### src/rtl/gpb_pkg.sv
`timescale 1ns/1ps
package gpb_pkg;
  localparam int unsigned FUNC_W    = 4;
  localparam int unsigned PULL_W    = 2;
  localparam int unsigned STR_W     = 2;
  localparam int unsigned SLEW_BASE = 16;

  localparam logic [FUNC_W-1:0] FN_INPUT  = 4'h0;
  localparam logic [FUNC_W-1:0] FN_OUTPUT = 4'h1;

  localparam logic [PULL_W-1:0] PULL_OFF  = 2'd0;
  localparam logic [PULL_W-1:0] PULL_DOWN = 2'd1;
  localparam logic [PULL_W-1:0] PULL_UP   = 2'd3;

  typedef enum logic [1:0] {
    SEL_FUNC  = 2'd0,
    SEL_DATA  = 2'd1,
    SEL_PULL  = 2'd2,
    SEL_DRIVE = 2'd3
  } reg_sel_e;
endpackage

### src/rtl/gpb_sync.sv
`timescale 1ns/1ps
module gpb_sync #(
  parameter int unsigned W = 8
) (
  input  logic         clk,
  input  logic         rst_n,
  input  logic [W-1:0] d,
  output logic [W-1:0] q
);
  logic [W-1:0] stage1;

  always_ff @(posedge clk) begin
    if (!rst_n) begin
      stage1 <= '0;
      q      <= '0;
    end else begin
      stage1 <= d;
      q      <= stage1;
    end
  end
endmodule

### src/rtl/gpb_regs.sv
`timescale 1ns/1ps
module gpb_regs
  import gpb_pkg::*;
#(
  parameter int unsigned NPINS = 8,
  parameter int unsigned DW    = 32,
  localparam int unsigned CFG_BITS  = NPINS * FUNC_W,
  localparam int unsigned PULL_BITS = NPINS * PULL_W,
  localparam int unsigned STR_BITS  = NPINS * STR_W
) (
  input  logic                 clk,
  input  logic                 rst_n,
  input  logic                 we,
  input  logic [1:0]           addr,
  input  logic [DW-1:0]        wdata,
  output logic [CFG_BITS-1:0]  cfg_q,
  output logic [NPINS-1:0]     dat_q,
  output logic [PULL_BITS-1:0] pull_q,
  output logic [STR_BITS-1:0]  str_q,
  output logic [NPINS-1:0]     slew_q
);
  always_ff @(posedge clk) begin
    if (!rst_n) begin
      cfg_q  <= {NPINS{FN_INPUT}};
      dat_q  <= '0;
      pull_q <= {NPINS{PULL_OFF}};
      str_q  <= '0;
      slew_q <= '0;
    end else if (we) begin
      case (addr)
        SEL_FUNC:  cfg_q  <= wdata[CFG_BITS-1:0];
        SEL_DATA:  dat_q  <= wdata[NPINS-1:0];
        SEL_PULL:  pull_q <= wdata[PULL_BITS-1:0];
        default: begin
          str_q  <= wdata[STR_BITS-1:0];
          slew_q <= wdata[SLEW_BASE +: NPINS];
        end
      endcase
    end
  end
endmodule

### src/rtl/gpb_pin_ctrl.sv
`timescale 1ns/1ps
module gpb_pin_ctrl
  import gpb_pkg::*;
#(
  parameter int unsigned NPINS = 8,
  localparam int unsigned CFG_BITS  = NPINS * FUNC_W,
  localparam int unsigned PULL_BITS = NPINS * PULL_W
) (
  input  logic [CFG_BITS-1:0]  cfg_q,
  input  logic [NPINS-1:0]     dat_q,
  input  logic [PULL_BITS-1:0] pull_q,
  input  logic [NPINS-1:0]     in_sync,
  output logic [NPINS-1:0]     oe,
  output logic [NPINS-1:0]     pu,
  output logic [NPINS-1:0]     pd,
  output logic [NPINS-1:0]     dat_rd
);
  for (genvar p = 0; p < NPINS; p++) begin : g_pin
    logic [FUNC_W-1:0] fn;
    logic [PULL_W-1:0] pl;
    logic              is_out;

    assign fn     = cfg_q[p*FUNC_W +: FUNC_W];
    assign pl     = pull_q[p*PULL_W +: PULL_W];
    assign is_out = (fn == FN_OUTPUT);

    assign oe[p]     = is_out;
    assign pu[p]     = (pl == PULL_UP);
    assign pd[p]     = (pl == PULL_DOWN);
    assign dat_rd[p] = is_out ? dat_q[p] : in_sync[p];
  end
endmodule

### src/rtl/gpio_bank_pad.sv
`timescale 1ns/1ps
module gpio_bank_pad
  import gpb_pkg::*;
#(
  parameter int unsigned NPINS = 8,
  parameter int unsigned DW    = 32,
  localparam int unsigned CFG_BITS  = NPINS * FUNC_W,
  localparam int unsigned PULL_BITS = NPINS * PULL_W,
  localparam int unsigned STR_BITS  = NPINS * STR_W
) (
  input  logic                clk,
  input  logic                rst_n,
  input  logic                reg_we,
  input  logic [1:0]          reg_addr,
  input  logic [DW-1:0]       reg_wdata,
  output logic [DW-1:0]       reg_rdata,
  input  logic [NPINS-1:0]    pad_in,
  output logic [NPINS-1:0]    pad_oe,
  output logic [NPINS-1:0]    pad_out,
  output logic [NPINS-1:0]    pad_pu,
  output logic [NPINS-1:0]    pad_pd,
  output logic [STR_BITS-1:0] pad_drv,
  output logic [NPINS-1:0]    pad_slew
);
  logic [CFG_BITS-1:0]  cfg_q;
  logic [NPINS-1:0]     dat_q;
  logic [PULL_BITS-1:0] pull_q;
  logic [STR_BITS-1:0]  str_q;
  logic [NPINS-1:0]     slew_q;
  logic [NPINS-1:0]     in_sync;
  logic [NPINS-1:0]     dat_rd;

  gpb_regs #(.NPINS(NPINS), .DW(DW)) u_regs (
    .clk    (clk),
    .rst_n  (rst_n),
    .we     (reg_we),
    .addr   (reg_addr),
    .wdata  (reg_wdata),
    .cfg_q  (cfg_q),
    .dat_q  (dat_q),
    .pull_q (pull_q),
    .str_q  (str_q),
    .slew_q (slew_q)
  );

  gpb_sync #(.W(NPINS)) u_sync (
    .clk   (clk),
    .rst_n (rst_n),
    .d     (pad_in),
    .q     (in_sync)
  );

  gpb_pin_ctrl #(.NPINS(NPINS)) u_pins (
    .cfg_q   (cfg_q),
    .dat_q   (dat_q),
    .pull_q  (pull_q),
    .in_sync (in_sync),
    .oe      (pad_oe),
    .pu      (pad_pu),
    .pd      (pad_pd),
    .dat_rd  (dat_rd)
  );

  assign pad_out  = dat_q;
  assign pad_drv  = str_q;
  assign pad_slew = slew_q;

  always_comb begin
    reg_rdata = '0;
    case (reg_addr)
      SEL_FUNC:  reg_rdata[CFG_BITS-1:0]  = cfg_q;
      SEL_DATA:  reg_rdata[NPINS-1:0]     = dat_rd;
      SEL_PULL:  reg_rdata[PULL_BITS-1:0] = pull_q;
      default: begin
        reg_rdata[STR_BITS-1:0]       = str_q;
        reg_rdata[SLEW_BASE +: NPINS] = slew_q;
      end
    endcase
  end
endmodule

### config.mk
export PLATFORM = sky130hd
export DESIGN_NAME = gpio_bank_pad
export DESIGN_NICKNAME = d
export VERILOG_FILES = /design/src/rtl/gpb_pkg.sv /design/src/rtl/gpb_sync.sv /design/src/rtl/gpb_regs.sv /design/src/rtl/gpb_pin_ctrl.sv /design/src/rtl/gpio_bank_pad.sv
export SDC_FILE = /design/constraint.sdc
export NUM_CORES = 1
export LEC_CHECK = 0
export ABC_AREA = 1
export BUFFER_PORTS_ARGS = -buffer_cell sky130_fd_sc_hd__clkbuf_2
export CAP_MARGIN = 20
export CORE_MARGIN = 2
export CORE_UTILIZATION = 51
export DETAILED_ROUTE_END_ITERATION = 8
export GPL_TIMING_DRIVEN = 0
export PLACE_DENSITY = 0.76
export RECOVER_POWER = 25
export SETUP_SLACK_MARGIN = 0.5
export SYNTH_ARGS = -nofsm -noshare
export SYNTH_HDL_FRONTEND = slang
export SYNTH_SLANG_ARGS = --single-unit
### constraint.sdc
create_clock -name clk -period 1.35 [get_ports clk]
set_input_delay 0.135 -clock clk [delete_from_list [all_inputs] [get_ports clk]]
set_output_delay 0.135 -clock clk [all_outputs]
set_load 0.05 [all_outputs]
==> run summary, run 1 <==
OUTCOME
---------------------------------------------------------------------------
Run status                                                     stopped before the end
Halt Stage                                                          5_1_grt
Stop Error                                                     [ERROR DPL-0038] Utilization greater than 100%, impossible to legalize

LOGIC SYNTHESIS
---------------------------------------------------------------------------
Synth Register Bits                                                      96
Number of distinct library cells after synthesis                         20
Synth Flop Type                                                     dfxtp_1
Nets in the synthesized netlist                                         636
Post-synthesis average cell area                                   6.96 µm²
Async set or reset register ratio after synthesis                         0
Top cells by area, synth                                       dfxtp_1 (47%), a21oi_1 (10%), inv_1 (9.9%)
Cells after synthesis                                                   591
Top cells by instance count after synthesis                    inv_1 (108), dfxtp_1 (96), a21oi_1 (85)
Proportion of synthesized chip area in sequential cells               0.467
Library cell with the highest instance count after synthesis          inv_1
Area share of the largest cell type after synthesis                   0.467
Synth Cell Area                                                    4110 µm²
Cell type with the largest total area after synthesis               dfxtp_1
Yosys synthesis warning count                                             0
Number of flops mapped to enable cells by yosys                           0

FLOORPLANNING
---------------------------------------------------------------------------
Initial core utilization                                              0.529
Number of rows in the core area                                          32
Die Span X                                                          93.8 µm
Top Ports                                                               133
Die height                                                          93.8 µm

PLACE
---------------------------------------------------------------------------
Post-detailed-placement half-perimeter wirelength                   9920 µm
# port buffers                                                          130
Placement-stage cell area                                          5580 µm²
Pre-CTS setup slack                                               -0.309 ns
Final Wtd Congestion                                                  0.905

GLOBAL ROUTE
---------------------------------------------------------------------------
Pin count of the biggest net entering global routing                     18

STA
---------------------------------------------------------------------------
GRT repair_timing worst endpoint                               reg_rdata[4]
Kind of endpoint with the least setup slack                     output port

CLOCKING
---------------------------------------------------------------------------
Max clock buf depth                                                       2
Root buffer selected by CTS                                        clkbuf_8
CTS H-tree lvls                                                           3
Clock Sink Count                                                         96
Number of buffers inserted during clock tree synthesis                    9

## per-stage QoR
step | setup TNS (ns) | instances
after detailed placement | -5.88 | 823
after CTS | -1.70 | 858
after floorplan | -0.263 | 591
after global placement | -5.46 | 823
## cells by family after synthesis
group                  Yosys count  synth area share
AO/OA/AOI/OAI                  177             0.222
AND/OR/NAND/NOR                169             0.164
buffers and inverters          149             0.147
flip-flops                      96             0.467
## repair_timing
item | 4_1_cts
resized for setup | 339
hold buffers | 8
setup buffers | 11
endpoints found under the hold margin | 8
pin swaps | 41
endpoints found under the setup margin | 152
==> run 2, diff against run 1 <==
CORE_UTILIZATION = 40   (was 51)
PLACE_DENSITY = default   (was 0.76)
PLACE_DENSITY_LB_ADDON = 0.15   (was default)
SETUP_SLACK_MARGIN = default   (was 0.5)
==> run 2 against run 1 <==
  * The flow now finishes, with violations (negative setup slack)
  * Synthesized area stayed put
  * Synthesized cell count stayed put
==> run summary, run 2 <==
SETUP PATH
-------------------------------------------------------------------------------------
Count of buffer and inverter cells on the critical path                             1
Crit path DAT                                                                 1.42 ns
Required time at the endpoint of the critical path                            1.22 ns
Family with the most delay on the worst path                               flip-flops
Type of destination of the critical path                                 primary output
Crit path max-delay cell type                                                 dfxtp_4
Reg2reg start                                                            u_regs.cfg_q[21]
Kind of start point of the critical path                                    flip-flop
Worst setup path startpoint                                              u_regs.cfg_q[10]
Crit-path max cell delay                                                      0.37 ns
Ordered list of cells on the worst path                                  nor2_4 -> nand2_2 -> nand2_2 -> nand3_2 -> a21oi_4 -> buf_8
Most common cell on crit path                                                 nand2_2
CP Class                                                                 flip-flop to primary output
Highest net fanout along the worst path                                             3

FLOORPLANNING
-------------------------------------------------------------------------------------
Full die area                                                               11100 µm²
Initial core utilization                                                        0.406   was 0.529
Number of rows in the core area                                                    37   was 32
Top Ports                                                                         133   unchanged
Die Span X                                                                     105 µm   was 93.8 µm
Core ar.                                                                    10100 µm²
Die height                                                                     105 µm   was 93.8 µm

ROUTING
-------------------------------------------------------------------------------------
DRT Wirelength                                                               13600 µm
Post-detailed-route DRC marker count                                                0
Detail-routed net length per standard cell                                    15.3 µm
Post-route ant nets                                                                 0
Initial DRC Count                                                                 210
Via count                                                                        4382
Detailed-router iteration count before antenna repair                               4
Via density                                                                      4.93

CLOCKING
-------------------------------------------------------------------------------------
Clock Sink Count                                                                   96   unchanged
CTS H-tree lvls                                                                     3   unchanged
TritonCTS clock tree                                                             done
Max clock buf depth                                                                 2   unchanged
Root buffer selected by CTS                                                  clkbuf_8   unchanged
Number of buffers inserted during clock tree synthesis                              9   unchanged
Worst skew pair latency                                                       0.36 ns
Clock slew at reported path FFs                                               0.09 ns

WORST HOLD PATH
-------------------------------------------------------------------------------------
Worst hold path startpoint                                               reg_wdata[19]
Worst min path class                                                     input pin to flip-flop

STA
-------------------------------------------------------------------------------------
Final WS setup                                                              -0.204 ns
Worst-case headroom to the max-slew limit                                       0.601
Max frequency                                                                 644 MHz
Pins Over Slew Limit                                                                0
Slew at the pin closest to its max-slew limit                                0.598 ns
Final Hold Violating Endpoints                                                      0
Shortest period the worst path allows                                         1.55 ns
Setup repair after global routing missed its margin                               yes
Number of setup violations in the final report                                     30
Max Clock Skew                                                             0.00554 ns
Total Neg Setup Slack                                                        -2.97 ns
Share of the cycle needed by the critical path after routing                     1.15

FINISH
-------------------------------------------------------------------------------------
Commonest cells after routing, fill and taps aside                       inv_1 (88), clkbuf_2 (87), a21oi_1 (76)
Number of fill cells in the layout                                                957
Diode count                                                                         0
Register Area                                                                2000 µm²
Most frequent standard cell in the layout excluding fill and tap cells          inv_1
Registers with the highest flip-flop counts                              u_regs.cfg_q (32), u_regs.pull_q (16), u_regs.str_q (16)
Area growth syn-to-layout                                                       51.9%
Share of the core filled with cells                                             0.616
Max FFs per register                                                               32
Number of nets in the finished design                                             793
Register with the most flip-flops                                        u_regs.cfg_q
Area taken by multi-input logic gates                                        2010 µm²
Fraction of layout instances using a drive strength above 1                     0.401

LOGIC SYNTHESIS
-------------------------------------------------------------------------------------
Async set or reset register ratio after synthesis                                   0   unchanged
Top cells by area, synth                                                 dfxtp_1 (47%), a21oi_1 (10%), inv_1 (9.9%)   unchanged
Synth Cell Area                                                              4110 µm²   unchanged
Yosys synthesis warning count                                                       0   unchanged
Cell type with the largest total area after synthesis                         dfxtp_1   unchanged
Area share of the largest cell type after synthesis                             0.467   unchanged
Proportion of synthesized chip area in sequential cells                         0.467   unchanged
Post-synthesis average cell area                                             6.96 µm²   unchanged
Number of flops mapped to enable cells by yosys                                     0   unchanged
Synth Flop Type                                                               dfxtp_1   unchanged
Nets in the synthesized netlist                                                   636   unchanged
Synth Register Bits                                                                96   unchanged
Top cells by instance count after synthesis                              inv_1 (108), dfxtp_1 (96), a21oi_1 (85)   unchanged
Cells after synthesis                                                             591   unchanged
Library cell with the highest instance count after synthesis                    inv_1   unchanged
Number of distinct library cells after synthesis                                   20   unchanged

GLOBAL ROUTE
-------------------------------------------------------------------------------------
Global-route wire length before repair                                       21000 µm
Initial antenna violation count                                                     0
Pin count of the biggest net entering global routing                               16
Global routing usage summed across all routing layers                           0.243
Vias in the first global route                                                   4108
Overall overflow remaining after global route                                       0

OUTCOME
-------------------------------------------------------------------------------------
Violations in the final reports                                          negative setup slack
Run status                                                               finished, violations left   was stopped before the end

POWER
-------------------------------------------------------------------------------------
Switching part of the total power                                               0.329
Areal power density over the cells                                        1050 nW/µm²
Leakage power summed over all cells                                           2.77 nW
Internal                                                                    0.00440 W
Fraction of power consumed by combinational cells                               0.238
Switch Pwr                                                                  0.00216 W
Maximum VDD drop                                                             0.498 mV
Sequential group share of total power                                           0.469
Clock power share                                                               0.293

FLOW RUN
-------------------------------------------------------------------------------------
# Max-Cap Violations                                                                0

PLACE
-------------------------------------------------------------------------------------
Final Wtd Congestion                                                            0.840   was 0.905
# port buffers                                                                    130   unchanged
Post-detailed-placement half-perimeter wirelength                             9800 µm   was 9920 µm

## run 2: cell counts after synthesis
No cell type changed its count.
## run 2: logic make-up (layout without fill, tap and decap cells)
group / count (synthesis) / count (layout) / share of synthesized area
simple gates: 169 / 169 / 0.164
flops: 96 / 96 / 0.467
buf+inv: 149 / 311 / 0.147
compound gates: 177 / 177 / 0.222
## run 2: metal layers
metal / track usage / up-vias / routed length [µm]
li1: - / 2165 / -
met1: 0.315 / 2041 / 5880
met2: 0.393 / 153 / 6570
met3: 0.0402 / 23 / 886
met4: 0.117 / 0 / 297
met5: 0 / - / 0
## run 2: worst reg2reg max path: stages, from the launching register on
cell and delay (ns):
dfxtp_2 0.35, buf_4 0.13, nor2_1 0.09, nor2_1 0.05
## run 2: stage by stage
| stage | area (µm²) | cells | setup slack [ns] | total power [W] | hold slack (ns) |
|---|---|---|---|---|---|
| finish | 6250 | 889 | -0.204 | 0.00656 | 0.0370 |
| global route | 6250 | 889 | -0.276 | 0.00681 | 0.0541 |
| CTS | 5990 | 885 | -0.272 | 0.00648 | 0.0245 |
| detailed placement | 5160 | 857 | -0.385 | 0.00440 | 0.321 |
| global placement | 5160 | 857 | -0.376 | 0.00439 | 0.317 |
| floorplan | 4340 | 591 | -0.0736 | 0.00403 | 0.233 |
## run 2: final timing paths
| check | endpoint | slack [ns] | depth (start not counted) |
|---|---|---|---|
| max | reg_rdata[2] | -0.20 | 6 |
| min | u_regs.cfg_q[19] | 0.04 | 3 |
| max reg2reg | u_regs.cfg_q[21] | 0.63 | 3 |
| min reg2reg | u_sync.q[4] | 0.43 | 2 |
## run 2: cell type report
type	count	area share
Multi-Input combinational cell	346	0.322
Sequential cell	96	0.320
Timing Repair Buffer	152	0.201
Inverter	110	0.0685
Buffer	33	0.0298
Clock buffer	12	0.0284
Tap cell	136	0.0272
Clock inverter	4	0.00381
## run 2: power groups by stage
stage	Sequential (W)	Clock, W	Combinational [W]
3_5_place_dp	0.00312	0	0.00128
3_3_place_gp	0.00311	0	0.00127
6_report	0.00308	0.00192	0.00156
4_1_cts	0.00307	0.00194	0.00147
5_1_grt	0.00309	0.00205	0.00166
2_1_floorplan	0.00327	0	0.000757
## run 2: what timing repair did
item,4_1_cts,5_1_grt
hold buffers,8,0
pin swaps,20,28
hold endpoints to repair,8,0
setup buffers,9,8
endpoints found under the setup margin,40,42
resized for setup,148,96
No activity file was read; power rests on OpenSTA's default activity.
==> run 3, diff against run 2 <==
ABC_AREA = default   (was 1)
SETUP_SLACK_MARGIN = 0.4   (was default)
SLEW_MARGIN = 15   (was default)
==> run 3 against run 2 <==
  * Critical endpoint is now reg_rdata[6]
  * Final area increased by 35%
  * Sequential share of layout area is 6.4 points lower
  * Utilization increased by 19 points
  * Cell count shrank 3.1%
  * Die area is 4.7% higher
  * Global-route usage is 4.1 points higher
  * Clock-buffer cell count fell by 2
  * Sequential power fell by 3%
  * Critical path depth is 2 lower
  * Clock skew rose by 0.0016 ns
  * First-iteration DRC count increased by 20%
  * Setup slack lost 0.30 ns
  * The flow still finishes with violations (negative setup slack)
==> run summary, run 3 <==
LOGIC SYNTHESIS
-------------------------------------------------------------------------------------
Synth Flop Type                                                               dfxtp_1   unchanged
Nets in the synthesized netlist                                                   567   was 636
Number of distinct library cells after synthesis                                   29   was 20
Cell type with the largest total area after synthesis                         dfxtp_1   unchanged
Synth Register Bits                                                                96   unchanged
Top cells by area, synth                                                 dfxtp_1 (45%), nand2_1 (14%), a21boi_1 (7.1%)   was dfxtp_1 (47%), a21oi_1 (10%), inv_1 (9.9%)
Yosys synthesis warning count                                                       0   unchanged
Number of flops mapped to enable cells by yosys                                     0   unchanged
Cells after synthesis                                                             522   was 591
Area share of the largest cell type after synthesis                             0.445   was 0.467
Synth Cell Area                                                              4310 µm²   was 4110 µm²
Async set or reset register ratio after synthesis                                   0   unchanged
Proportion of synthesized chip area in sequential cells                         0.445   was 0.467
Library cell with the highest instance count after synthesis                  nand2_1   was inv_1
Post-synthesis average cell area                                             8.26 µm²   was 6.96 µm²
Top cells by instance count after synthesis                              nand2_1 (161), dfxtp_1 (96), a21boi_1 (41)   was inv_1 (108), dfxtp_1 (96), a21oi_1 (85)

STA
-------------------------------------------------------------------------------------
Number of setup violations in the final report                                     23   was 30
Final Hold Violating Endpoints                                                      0   unchanged
Worst-case headroom to the max-slew limit                                       0.647   was 0.601
Pins Over Slew Limit                                                                0   unchanged
Total Neg Setup Slack                                                        -6.05 ns   was -2.97 ns
Max Clock Skew                                                             0.00710 ns   was 0.00554 ns
Final WS setup                                                              -0.500 ns   was -0.204 ns
Setup repair after global routing missed its margin                               yes   unchanged
Slew at the pin closest to its max-slew limit                                0.530 ns   was 0.598 ns
Max frequency                                                                 541 MHz   was 644 MHz
Shortest period the worst path allows                                         1.85 ns   was 1.55 ns
Share of the cycle needed by the critical path after routing                     1.37   was 1.15

SETUP PATH
-------------------------------------------------------------------------------------
Crit path DAT                                                                 1.71 ns   was 1.42 ns
Required time at the endpoint of the critical path                            1.22 ns   about the same
Kind of start point of the critical path                                    flip-flop   unchanged
CP Class                                                                 flip-flop to primary output   unchanged
Type of destination of the critical path                                 primary output   unchanged
Highest net fanout along the worst path                                             3   unchanged

POWER
-------------------------------------------------------------------------------------
Leakage power summed over all cells                                           3.24 nW   was 2.77 nW
Maximum VDD drop                                                             0.590 mV   was 0.498 mV
Fraction of power consumed by combinational cells                               0.227   was 0.238
Areal power density over the cells                                         796 nW/µm²   was 1050 nW/µm²
Internal                                                                    0.00470 W   was 0.00440 W
Switch Pwr                                                                  0.00199 W   was 0.00216 W
Clock power share                                                               0.327   was 0.293
Switching part of the total power                                               0.297   was 0.329
Sum of internal, switching and leakage power                                0.00669 W   was 0.00656 W
Sequential group share of total power                                           0.446   was 0.469

FINISH
-------------------------------------------------------------------------------------
Most frequent standard cell in the layout excluding fill and tap cells        nand2_1   was inv_1
Register Area                                                                2150 µm²   was 2000 µm²
Max FFs per register                                                               32   unchanged
Number of nets in the finished design                                             765   was 793
Area taken by multi-input logic gates                                        2790 µm²   was 2010 µm²
Register with the most flip-flops                                        u_regs.cfg_q   unchanged
Number of fill cells in the layout                                                612   was 957
Fraction of layout instances using a drive strength above 1                     0.510   was 0.401
Commonest cells after routing, fill and taps aside                       nand2_1 (156), dfxtp_4 (56), buf_8 (48)   was inv_1 (88), clkbuf_2 (87), a21oi_1 (76)
Final instance area                                                          8400 µm²   was 6250 µm²
Area growth syn-to-layout                                                       94.8%   was 51.9%
Registers with the highest flip-flop counts                              u_regs.cfg_q (32), u_regs.pull_q (16), u_regs.str_q (16)   unchanged
Diode count                                                                         0   unchanged

PLACE
-------------------------------------------------------------------------------------
# port buffers                                                                    129   was 130
Post-detailed-placement half-perimeter wirelength                             9810 µm   was 9800 µm
Placement-stage cell area                                                    5690 µm²   was 5160 µm²
Final Wtd Congestion                                                            0.867   was 0.840

FLOW RUN
-------------------------------------------------------------------------------------
# Max-Cap Violations                                                                0   unchanged

ROUTING
-------------------------------------------------------------------------------------
Via count                                                                        4590   was 4382
Post-detailed-route DRC marker count                                                0   unchanged
DRT Wirelength                                                               17000 µm   was 13600 µm
Post-route ant nets                                                                 0   unchanged
Via density                                                                      5.33   was 4.93
Detail-routed net length per standard cell                                    19.8 µm   was 15.3 µm
Detailed-router iteration count before antenna repair                               7   was 4
Initial DRC Count                                                                 251   was 210

CLOCKING
-------------------------------------------------------------------------------------
Clock slew at reported path FFs                                               0.10 ns   was 0.09 ns
TritonCTS clock tree                                                             done   unchanged
Number of buffers inserted during clock tree synthesis                              9   unchanged
CTS H-tree lvls                                                                     3   unchanged
Max clock buf depth                                                                 2   unchanged
Root buffer selected by CTS                                                  clkbuf_8   unchanged
Clock Sink Count                                                                   96   unchanged
Worst skew pair latency                                                       0.36 ns   about the same

FLOORPLANNING
-------------------------------------------------------------------------------------
Full die area                                                               11600 µm²   was 11100 µm²
Number of rows in the core area                                                    37   unchanged
Core ar.                                                                    10400 µm²   was 10100 µm²
Initial core utilization                                                        0.414   was 0.406
Top Ports                                                                         133   unchanged
Die height                                                                     108 µm   was 105 µm
Die Span X                                                                     108 µm   was 105 µm

GLOBAL ROUTE
-------------------------------------------------------------------------------------
Global-route wire length before repair                                       25100 µm   was 21000 µm
Pin count of the biggest net entering global routing                               17   was 16
Global routing usage summed across all routing layers                           0.283   was 0.243
Initial antenna violation count                                                     0   unchanged
Overall overflow remaining after global route                                       0   unchanged
Vias in the first global route                                                   4623   was 4108

OUTCOME
-------------------------------------------------------------------------------------
Run status                                                               finished, violations left   unchanged
Violations in the final reports                                          negative setup slack   unchanged

WORST HOLD PATH
-------------------------------------------------------------------------------------
Worst min path class                                                     input pin to flip-flop   unchanged

-- run 3: metal layers --
layer	GRT usage	part of all wire	wire length, µm
met2	0.500	0.53	8990
met4	0.116	0.025	417
met5	0	0	0
met1	0.339	0.39	6670
met3	0.0496	0.054	925
-- run 3: kinds of logic (layout without fill, tap and decap cells) --
family          count (synthesis)  in the layout  share of synthesized area
mux                             8              8                     0.0186
flops                          96             96                      0.445
simple gates                  251            251                      0.274
buf+inv                        47            250                     0.0621
compound gates                120            120                      0.200
-- run 3: stage by stage --
stage	utilization	std cells	worst slack (ns)	hold WS, ns
3_3_place_gp	0.546	787	-0.252	0.342
5_1_grt	0.807	861	-0.513	0.0306
2_1_floorplan	-	522	0.0633	0.262
3_5_place_dp	0.546	787	-0.255	0.344
6_report	0.807	861	-0.500	0.0184
4_1_cts	0.773	846	-0.465	0.00123
-- run 3: worst paths after layout --
path / slack, ns / from / cells past startpoint / to
worst min register to register: 0.44 / u_sync.stage1[1] / 1 / u_sync.q[1]
worst min-delay path: 0.02 / reg_wdata[28] / 3 / u_regs.cfg_q[28]
worst max-delay path: -0.50 / u_regs.cfg_q[27] / 4 / reg_rdata[6]
worst max register to register: 0.50 / u_regs.cfg_q[19] / 4 / u_regs.cfg_q[19]
-- run 3: repair_timing --
action | 4_1_cts | 5_1_grt
pin swaps | 31 | 28
cloned | 4 | 0
endpoints found under the hold margin | 28 | 0
hold buffers | 23 | 0
buffers inserted | 16 | 15
resized for setup | 347 | 120
endpoints found under the setup margin | 88 | 139
-- run 3: layout make-up --
type | count | area share
Buffer | 47 | 0.0526
Multi-Input combinational cell | 379 | 0.332
Clock inverter | 6 | 0.0109
Sequential cell | 96 | 0.256
Clock buffer | 10 | 0.0164
Tap cell | 136 | 0.0202
Timing Repair Buffer | 187 | 0.311
-- run 3: power groups by stage --
stage	sequential, W	combinational, W	clock (W)
after detailed placement	0.00309	0.00103	0
after floorplan	0.00318	0.000642	0
final	0.00298	0.00152	0.00219
after CTS	0.00302	0.00140	0.00220
after global routing	0.00299	0.00159	0.00232
after global placement	0.00309	0.00102	0
-- run 3: critical path, stage by stage, from the launching register on --
cell	delay, ns
dfxtp_4	0.37
nor4b_4	0.44
nand3_2	0.14
a31oi_4	0.22
buf_8	0.17
